`src/rtl/gtm_pkg.sv`:
```
package gtm_pkg;

    typedef enum logic [1:0] {
        ST_IDLE    = 2'd0,
        ST_TIMING  = 2'd1,
        ST_ELAPSED = 2'd2
    } gtm_state_e;

endpackage

```
`src/rtl/gtm_line_sync.sv`:
```
module gtm_line_sync #(
    parameter int SYNC_STAGES = 2
) (
    input  logic clk_i,
    input  logic rst_ni,
    input  logic line_i,
    output logic start_o
);
    logic [SYNC_STAGES-1:0] chain_q;
    logic                   last_q;

    for (genvar g = 0; g < SYNC_STAGES; g++) begin : g_stage
        if (g == 0) begin : g_first
            always_ff @(posedge clk_i or negedge rst_ni) begin
                if (!rst_ni) chain_q[0] <= 1'b1;
                else         chain_q[0] <= line_i;
            end
        end else begin : g_next
            always_ff @(posedge clk_i or negedge rst_ni) begin
                if (!rst_ni) chain_q[g] <= 1'b1;
                else         chain_q[g] <= chain_q[g-1];
            end
        end
    end

    always_ff @(posedge clk_i or negedge rst_ni) begin
        if (!rst_ni) last_q <= 1'b1;
        else         last_q <= chain_q[SYNC_STAGES-1];
    end

    assign start_o = last_q & ~chain_q[SYNC_STAGES-1];

    // a start needs the line to have been high in the previous cycle
    a_r10_needs_high: assert property (@(posedge clk_i) disable iff (!rst_ni)
        start_o |=> !start_o);
endmodule

```
`src/rtl/gtm_etu_counter.sv`:
```
module gtm_etu_counter #(
    parameter int GUARD_T0 = 16,
    parameter int GUARD_T1 = 22,
    parameter int CNT_W    = 5
) (
    input  logic             clk_i,
    input  logic             rst_ni,
    input  logic             start_i,
    input  logic             run_i,
    input  logic             tick_i,
    input  logic             proto_t1_i,
    output logic             done_o
);
    localparam logic [CNT_W-1:0] LIM_T0 = CNT_W'(GUARD_T0);
    localparam logic [CNT_W-1:0] LIM_T1 = CNT_W'(GUARD_T1);

    logic [CNT_W-1:0] cnt_q;
    logic [CNT_W-1:0] lim_q;
    logic             step_w;

    assign step_w = run_i & tick_i & ~start_i & (cnt_q != lim_q);
    assign done_o = step_w & (cnt_q == lim_q - CNT_W'(1));

    always_ff @(posedge clk_i or negedge rst_ni) begin
        if (!rst_ni) begin
            cnt_q <= '0;
            lim_q <= LIM_T0;
        end else if (start_i) begin
            cnt_q <= '0;
            lim_q <= proto_t1_i ? LIM_T1 : LIM_T0;
        end else if (step_w) begin
            cnt_q <= cnt_q + CNT_W'(1);
        end
    end

    // count saturates at the latched terminal value
    a_r5_no_overflow: assert property (@(posedge clk_i) disable iff (!rst_ni)
        cnt_q <= lim_q);
    // start wins over a tick in the same cycle
    a_r6_start_reloads: assert property (@(posedge clk_i) disable iff (!rst_ni)
        start_i |=> cnt_q == '0);
    // the limit changes only at a start bit
    a_r7_limit_latched: assert property (@(posedge clk_i) disable iff (!rst_ni)
        !start_i |=> $stable(lim_q));
    // no start and no tick leaves the count alone
    a_r10_count_still: assert property (@(posedge clk_i) disable iff (!rst_ni)
        (!start_i && !tick_i) |=> $stable(cnt_q));
endmodule

```
`src/rtl/gtm_guard_fsm.sv`:
```
module gtm_guard_fsm
    import gtm_pkg::*;
(
    input  logic clk_i,
    input  logic rst_ni,
    input  logic start_i,
    input  logic done_i,
    output logic run_o,
    output logic elapsed_o
);
    gtm_state_e state_q, state_d;

    always_comb begin
        state_d = state_q;
        unique case (state_q)
            ST_IDLE:    if (start_i) state_d = ST_TIMING;
            ST_TIMING:  if (start_i) state_d = ST_TIMING;
                        else if (done_i) state_d = ST_ELAPSED;
            ST_ELAPSED: if (start_i) state_d = ST_TIMING;
            default:    state_d = ST_IDLE;
        endcase
    end

    always_ff @(posedge clk_i or negedge rst_ni) begin
        if (!rst_ni) state_q <= ST_IDLE;
        else         state_q <= state_d;
    end

    always_comb begin
        run_o     = (state_q == ST_TIMING);
        elapsed_o = (state_q == ST_ELAPSED);
    end

    // idle persists without a start bit
    a_r8_idle_quiet: assert property (@(posedge clk_i) disable iff (!rst_ni)
        (state_q == ST_IDLE && !start_i) |=> state_q == ST_IDLE);
endmodule

```
`src/rtl/guard_time_monitor.sv`:
```
module guard_time_monitor #(
    parameter int GUARD_T0    = 16,
    parameter int GUARD_T1    = 22,
    parameter int SYNC_STAGES = 2
) (
    input  logic clk_i,
    input  logic rst_ni,
    input  logic etu_tick_i,
    input  logic io_line_i,
    input  logic proto_t1_i,
    output logic guard_elapsed_o
);
    localparam int MAX_GUARD = (GUARD_T1 > GUARD_T0) ? GUARD_T1 : GUARD_T0;
    localparam int CNT_W     = $clog2(MAX_GUARD + 1);

    logic start_w;
    logic run_w;
    logic done_w;

    gtm_line_sync #(.SYNC_STAGES(SYNC_STAGES)) u_sync (
        .clk_i   (clk_i),
        .rst_ni  (rst_ni),
        .line_i  (io_line_i),
        .start_o (start_w)
    );

    gtm_etu_counter #(.GUARD_T0(GUARD_T0), .GUARD_T1(GUARD_T1), .CNT_W(CNT_W)) u_cnt (
        .clk_i      (clk_i),
        .rst_ni     (rst_ni),
        .start_i    (start_w),
        .run_i      (run_w),
        .tick_i     (etu_tick_i),
        .proto_t1_i (proto_t1_i),
        .done_o     (done_w)
    );

    gtm_guard_fsm u_fsm (
        .clk_i     (clk_i),
        .rst_ni    (rst_ni),
        .start_i   (start_w),
        .done_i    (done_w),
        .run_o     (run_w),
        .elapsed_o (guard_elapsed_o)
    );

    // a start bit clears the flag in the next cycle
    a_r2_start_clears: assert property (@(posedge clk_i) disable iff (!rst_ni)
        start_w |=> !guard_elapsed_o);
    // flag holds until a start bit
    a_r5_flag_holds: assert property (@(posedge clk_i) disable iff (!rst_ni)
        (guard_elapsed_o && !start_w) |=> guard_elapsed_o);
    // the flag only rises on a sampled tick
    a_r3_rise_on_tick: assert property (@(posedge clk_i) disable iff (!rst_ni)
        $rose(guard_elapsed_o) |-> $past(etu_tick_i));
endmodule

```
`config.mk`:
```
export PLATFORM = sky130hd
export DESIGN_NAME = guard_time_monitor
export DESIGN_NICKNAME = d
export VERILOG_FILES = /design/src/rtl/gtm_pkg.sv /design/src/rtl/gtm_line_sync.sv /design/src/rtl/gtm_etu_counter.sv /design/src/rtl/gtm_guard_fsm.sv /design/src/rtl/guard_time_monitor.sv
export SDC_FILE = /design/constraint.sdc
export NUM_CORES = 1
export LEC_CHECK = 0
export ABC_AREA = 1
export BUFFER_PORTS_ARGS = -buffer_cell sky130_fd_sc_hd__buf_2
export CORE_AREA = 2 2 39 41
export CTS_CLUSTER_DIAMETER = 30
export CTS_CLUSTER_SIZE = 24
export DETAILED_ROUTE_END_ITERATION = 10
export DIE_AREA = 0 0 41 43
export GPL_ROUTABILITY_DRIVEN = 0
export SYNTH_ARGS = -nofsm -noshare
export SYNTH_HDL_FRONTEND = slang
export SYNTH_SLANG_ARGS = --single-unit
```
`constraint.sdc`:
```
create_clock -name clk_i -period 2.55 [get_ports clk_i]
set_input_delay 0.1275 -clock clk_i [delete_from_list [all_inputs] [get_ports clk_i]]
set_output_delay 0.1275 -clock clk_i [all_outputs]
set_load 0.005 [all_outputs]
```
Yosys cells after proc, flatten, opt, wreduce, memory -nomap -nowiden
Cells that the tools add are included.
{"block": "totals", "register_bits": 15, "inputBits": 5, "output_inout_bits": 1, "word_cells": 32}
{"block": "op_classes", "add_sub_neg": 2, "eq_ne": 6, "n_mux": 7, "bitwise_logic": 7, "n_reduce_logical": 4}
{"op": "$mux W5", "count": 2}
{"op": "$mux W2", "count": 3}
{"op": "$add A5 B1 Y5 const B", "count": 1}
{"op": "$and A1 B1 Y1", "count": 5}
{"op": "$eq A5 B5 Y1", "count": 1}
{"op": "$ne A5 B5 Y1", "count": 1}
{"op": "$sub A5 B1 Y5 const B", "count": 1}
{"op": "$pmux W2 S2", "count": 1}
{"op": "$mux W3", "count": 1}
{"op": "$ne A3 B2 Y1 const B", "count": 1}
{"op": "$eq A2 B1 Y1 const B", "count": 1}
{"op": "$eq A2 B2 Y1 const B", "count": 1}
{"op": "$logic_not A2 Y1", "count": 1}
{"op": "$ne A2 B1 Y1 const B", "count": 1}
{"op": "$not A1 Y1", "count": 2}
{"op": "$reduce_and A2 Y1", "count": 1}
{"op": "$reduce_bool A2 Y1", "count": 1}
{"op": "$reduce_or A2 Y1", "count": 1}

Logic depth before layout (Yosys ltp)
{"block": "depth", "ltp_word": 9, "mapped_depth": 8, "ltp_nobuf": 8}

Hierarchy
From an unflattened synthesis, not the netlist that was laid out.
{"block": "unflattened", "hier_cells": 69, "hier_area_um2": 579.3}
{"mod": "gtm_etu_counter", "instances": 1, "cells_per_inst": 50, "area_each_um2": 382.9, "seq_area_each_um2": 150.1}
{"mod": "gtm_guard_fsm", "instances": 1, "cells_per_inst": 14, "area_each_um2": 107.6, "seq_area_each_um2": 50.0}
{"mod": "gtm_line_sync", "instances": 1, "cells_per_inst": 5, "area_each_um2": 88.8, "seq_area_each_um2": 78.8}

Worst setup path before layout
Ideal clock, no wire load.
{"block": "synth_path", "kind": "reg-to-reg", "start": "register u_sync.last_q", "end": "register u_cnt.cnt_q[3]", "setup_time_ps": 121, "arrival_ps": 1103, "t_required_ps": 2429, "slack_ps": 1327, "stages_incl_launch_ff": 8, "n_path_buf": 0, "synth_period_minus_slack_ps": 1223, "cell_sequence": "dfstp_2 inv_1 nor2_2 nor3_4 nand2_2 nand2_4 nand2_1 o21ai_1"}
{"block": "synth_via", "elab_chain_cells": 5, "word_cells_on_any_way": 6, "cone_classes": "mux (1); bitwise (4); reduce/logical (1)"}
{"item": "from (decl)", "line": "gtm_line_sync.sv:10", "rtl": "logic last_q;"}
{"item": "from (signal assigned)", "line": "gtm_line_sync.sv:28", "rtl": "else last_q <= chain_q[SYNC_STAGES-1];"}
{"item": "$and A1 B1 Y1 (*)", "line": "gtm_line_sync.sv:31", "rtl": "assign start_o = last_q & ~chain_q[SYNC_STAGES-1];"}
{"item": "$not A1 Y1", "line": "gtm_etu_counter.sv:21", "rtl": "assign step_w = run_i & tick_i & ~start_i & (cnt_q != lim_q);"}
{"item": "$and A1 B1 Y1 (2 in series)", "line": "gtm_etu_counter.sv:21"}
{"item": "$reduce_bool A2 Y1 (no line)"}
{"item": "to (signal assigned)", "line": "gtm_etu_counter.sv:32", "rtl": "cnt_q <= cnt_q + CNT_W'(1);"}
{"item": "to (decl)", "line": "gtm_etu_counter.sv:17", "rtl": "logic [CNT_W-1:0] cnt_q;"}
Every way passes the cells marked *; elsewhere a longest branch is shown, timed or not.
A chain may end at the register's enable or synchronous reset.

Worst setup path in the final report
{"block": "layout_path", "start": "register u_sync.last_q", "end": "register u_cnt.cnt_q[4]"}
The elaborated chain is that of the path after synthesis.

==> reports/qor.yml <==
outcome:
  outcome: "finished clean"
synthesis:
  synth.avg_cell_area_sq_um: 8.18
  synth_top_cell_area_share: 0.345
  syn_inst: 71
  synthesis.area_sq_um: 581
  yosysTopAreaCell: "dfrtp_1"
  synth_edf_count: 0
  yosysWarningCount: 0
  synth_most_common_cell: "nand2_1"
  ys_seq_area_frac: 0.481
  synthesis.nets: 77
  yosysUniqueCellTypes: 17
  synth_seq_cells: 11
  synthFlopType: "dfrtp_1"
  async_reset_ff_frac: 1.00
  synth.top_cells.by_count: "17 x nand2_1, 8 x dfrtp_1, 7 x inv_2, 7 x nand3_1, 7 x nor2_1"
  synth_area_leaders: "dfrtp_1 34%, dfstp_2 14%, nand2_1 11%"
global_routing:
  grtUsageMet3: 0.0471
  use_met2: 0.197
  antenna_found_initial: 0
  top_usage_layer: "met1"
  grt_max_degree: 12
  grt_pass1_vias: 408
  grt.total_usage: 0.147
  met1_usage: 0.205
  grt_overflow: 0
  grt_first_pass_wirelength_microns: 1670
setup_path:
  cp.arrival_ps: 1480
  cp-startpoint: "u_sync.last_q"
  start_kind: "flop"
  crit_fanout: 8
  cp-end-kind: "flop"
  worstReg2RegStart: "u_sync.last_q"
  crit_type: "flop to flop"
  r2r_cells: 7
  worstPathRequired_ps: 2700
clock_tree:
  post_cts_resize_count: 0
  cts_buffer_depth: 2
  clockRootBuffer: "clkbuf_4"
  path_clk_slew_ps: 60
  postCtsSetupBuffers: 0
  ctsHoldBuffers: 2
  cts_tree: "yes"
  h-tree-depth: 1
  clk-insertion-delay-late_ps: 270
  cts.sinks: 11
  numCtsBuffers: 3
finish:
  antennaDiodeCount: 0
  synthToLayoutAreaGrowth_pct: 15.7
  nNetsFinal: 89
  stdcell_area_sq_um: 672
  layout-drive-gt1-share: 0.293
route:
  wl_per_cell_microns: 9.90
  drt-vias-per-instance: 4.68
  num_vias: 459
  drtIter0Drc: 5
  drt_first_pass_iters: 4
  drc: 0
  ant_nets: 0
  finalWirelength_microns: 970
sta:
  fin_setup_tns_ps: 0
  slew_viol_final: 0
  final_hold_viol_count: 0
  rsz0062_at_grt: "false"
  skew_ps: 2.71
  fmax_mhz: 753
  fin_crit_sh: 0.521
  setup_viol: 0
  relSlewSlack: 0.754
  finalCriticalPeriod_ps: 1330
  tightest_slew_ps: 369
placed_design:
  dpl.hpwl_microns: 763
  io_buffers: 5
  place_area_sq_um: 626
die:
  die_h_microns: 43
  die_area_sq_um: 1760
  core_area_sq_um: 1380
  die_x_microns: 41
  rows: 14
  top_level_ports: 6
  start_util: 0.420
worst_hold_path:
  hold_start: "proto_t1_i"
  holdPathStages: 3
  hold_class: "input pin to flop"
pwr:
  p_per_area_nw_per_um2: 613
  peakVddDrop_mv: 0.354
  total_leakage_power_uw: 0.000335
run:
  maxCapViolations: 0
-- routing by layer --
metal  wire (microns)  vias to the layer above  part of all wire
met2              455                       11              0.47
met1              448                      201              0.46
met5                0                        -                 0
met3               51                        4             0.053
met4               14                        0             0.014
li1                 -                      243                 -
-- worst max-delay path, cell delays in order, from the launching register on --
cell	delay, ps
dfstp_2	510
inv_1	40
nor2_2	290
nor3_4	80
nand2_2	100
nand2_4	70
nand2_1	60
o21ai_1	60
-- cell families after synthesis --
logic type	count (synthesis)	synth area share
AO/OA/AOI/OAI	6	0.0517
AND/OR/NAND/NOR	38	0.323
XOR/XNOR	3	0.0453
flip-flops	11	0.481
buffers and inverters	12	0.0776
adder cells (fa/ha/maj)	1	0.0215
-- flip-flops by register name, indices dropped and copies added, names as in the netlist --
| signal | cells |
|---|---|
| u_sync.last_q | 1 |
| u_cnt.cnt_q | 5 |
| u_sync.chain_q | 2 |
| u_fsm.state_q | 2 |
| u_cnt.lim_q | 1 |
-- metrics by stage --
step | worst slack, ps | instances | total power (uW) | utilization | hold slack [ps]
floorplan | 1330 | 71 | 276 | - | -168
global placement | 1260 | 92 | 300 | 0.452 | 3.57
detailed placement | 1230 | 92 | 298 | 0.452 | 5.45
CTS | 1210 | 98 | 418 | 0.486 | 79.2
global route | 1070 | 98 | 443 | 0.486 | 100
finish | 1220 | 98 | 412 | 0.486 | 80.3
-- cell usage in the layout (no fill, tap or decap) --
| cell | instances |
|---|---|
| nand3_1 | 7 |
| dfstp_2 | 3 |
| nor3_4 | 1 |
| dfrtp_1 | 8 |
| dlygate4sd3_1 | 2 |
| nand2_1 | 17 |
| nand2_4 | 1 |
| clkbuf_1 | 1 |
| o21ai_0 | 2 |
| ha_1 | 1 |
| nand4_1 | 1 |
| inv_1 | 5 |
| nand2_2 | 2 |
| o21ai_1 | 4 |
| xor2_1 | 3 |
| nor2_2 | 1 |
| buf_2 | 5 |
| clkbuf_4 | 3 |
| nand3_2 | 1 |
| nor2_1 | 7 |
| inv_2 | 7 |
-- path summary, 6_finish.rpt --
check	end	slack, ps
hold reg to reg	u_sync.chain_q[1]	360
setup / recovery	u_cnt.cnt_q[4]	1220
min in group asynchronous	u_cnt.cnt_q[2]	260
hold / removal	u_cnt.lim_q[1]	80
max in group asynchronous	u_sync.chain_q[1]	2030
setup reg to reg	u_cnt.cnt_q[4]	1220
-- power breakdown --
group          internal, uW  switching [uW]
clock network          60.5            54.2
logic                  31.7            49.7
registers               195            20.4
-- layout make-up --
type                       count  area, sq um
timing repair buffer           7         45.0
sequential                    11          279
inverter                      12         45.0
clock buffer                   4         26.3
tap                           16         20.0
fill                         134          712
multi-input combinational     48          256
Note: power is estimated with default switching activity, not from simulation.
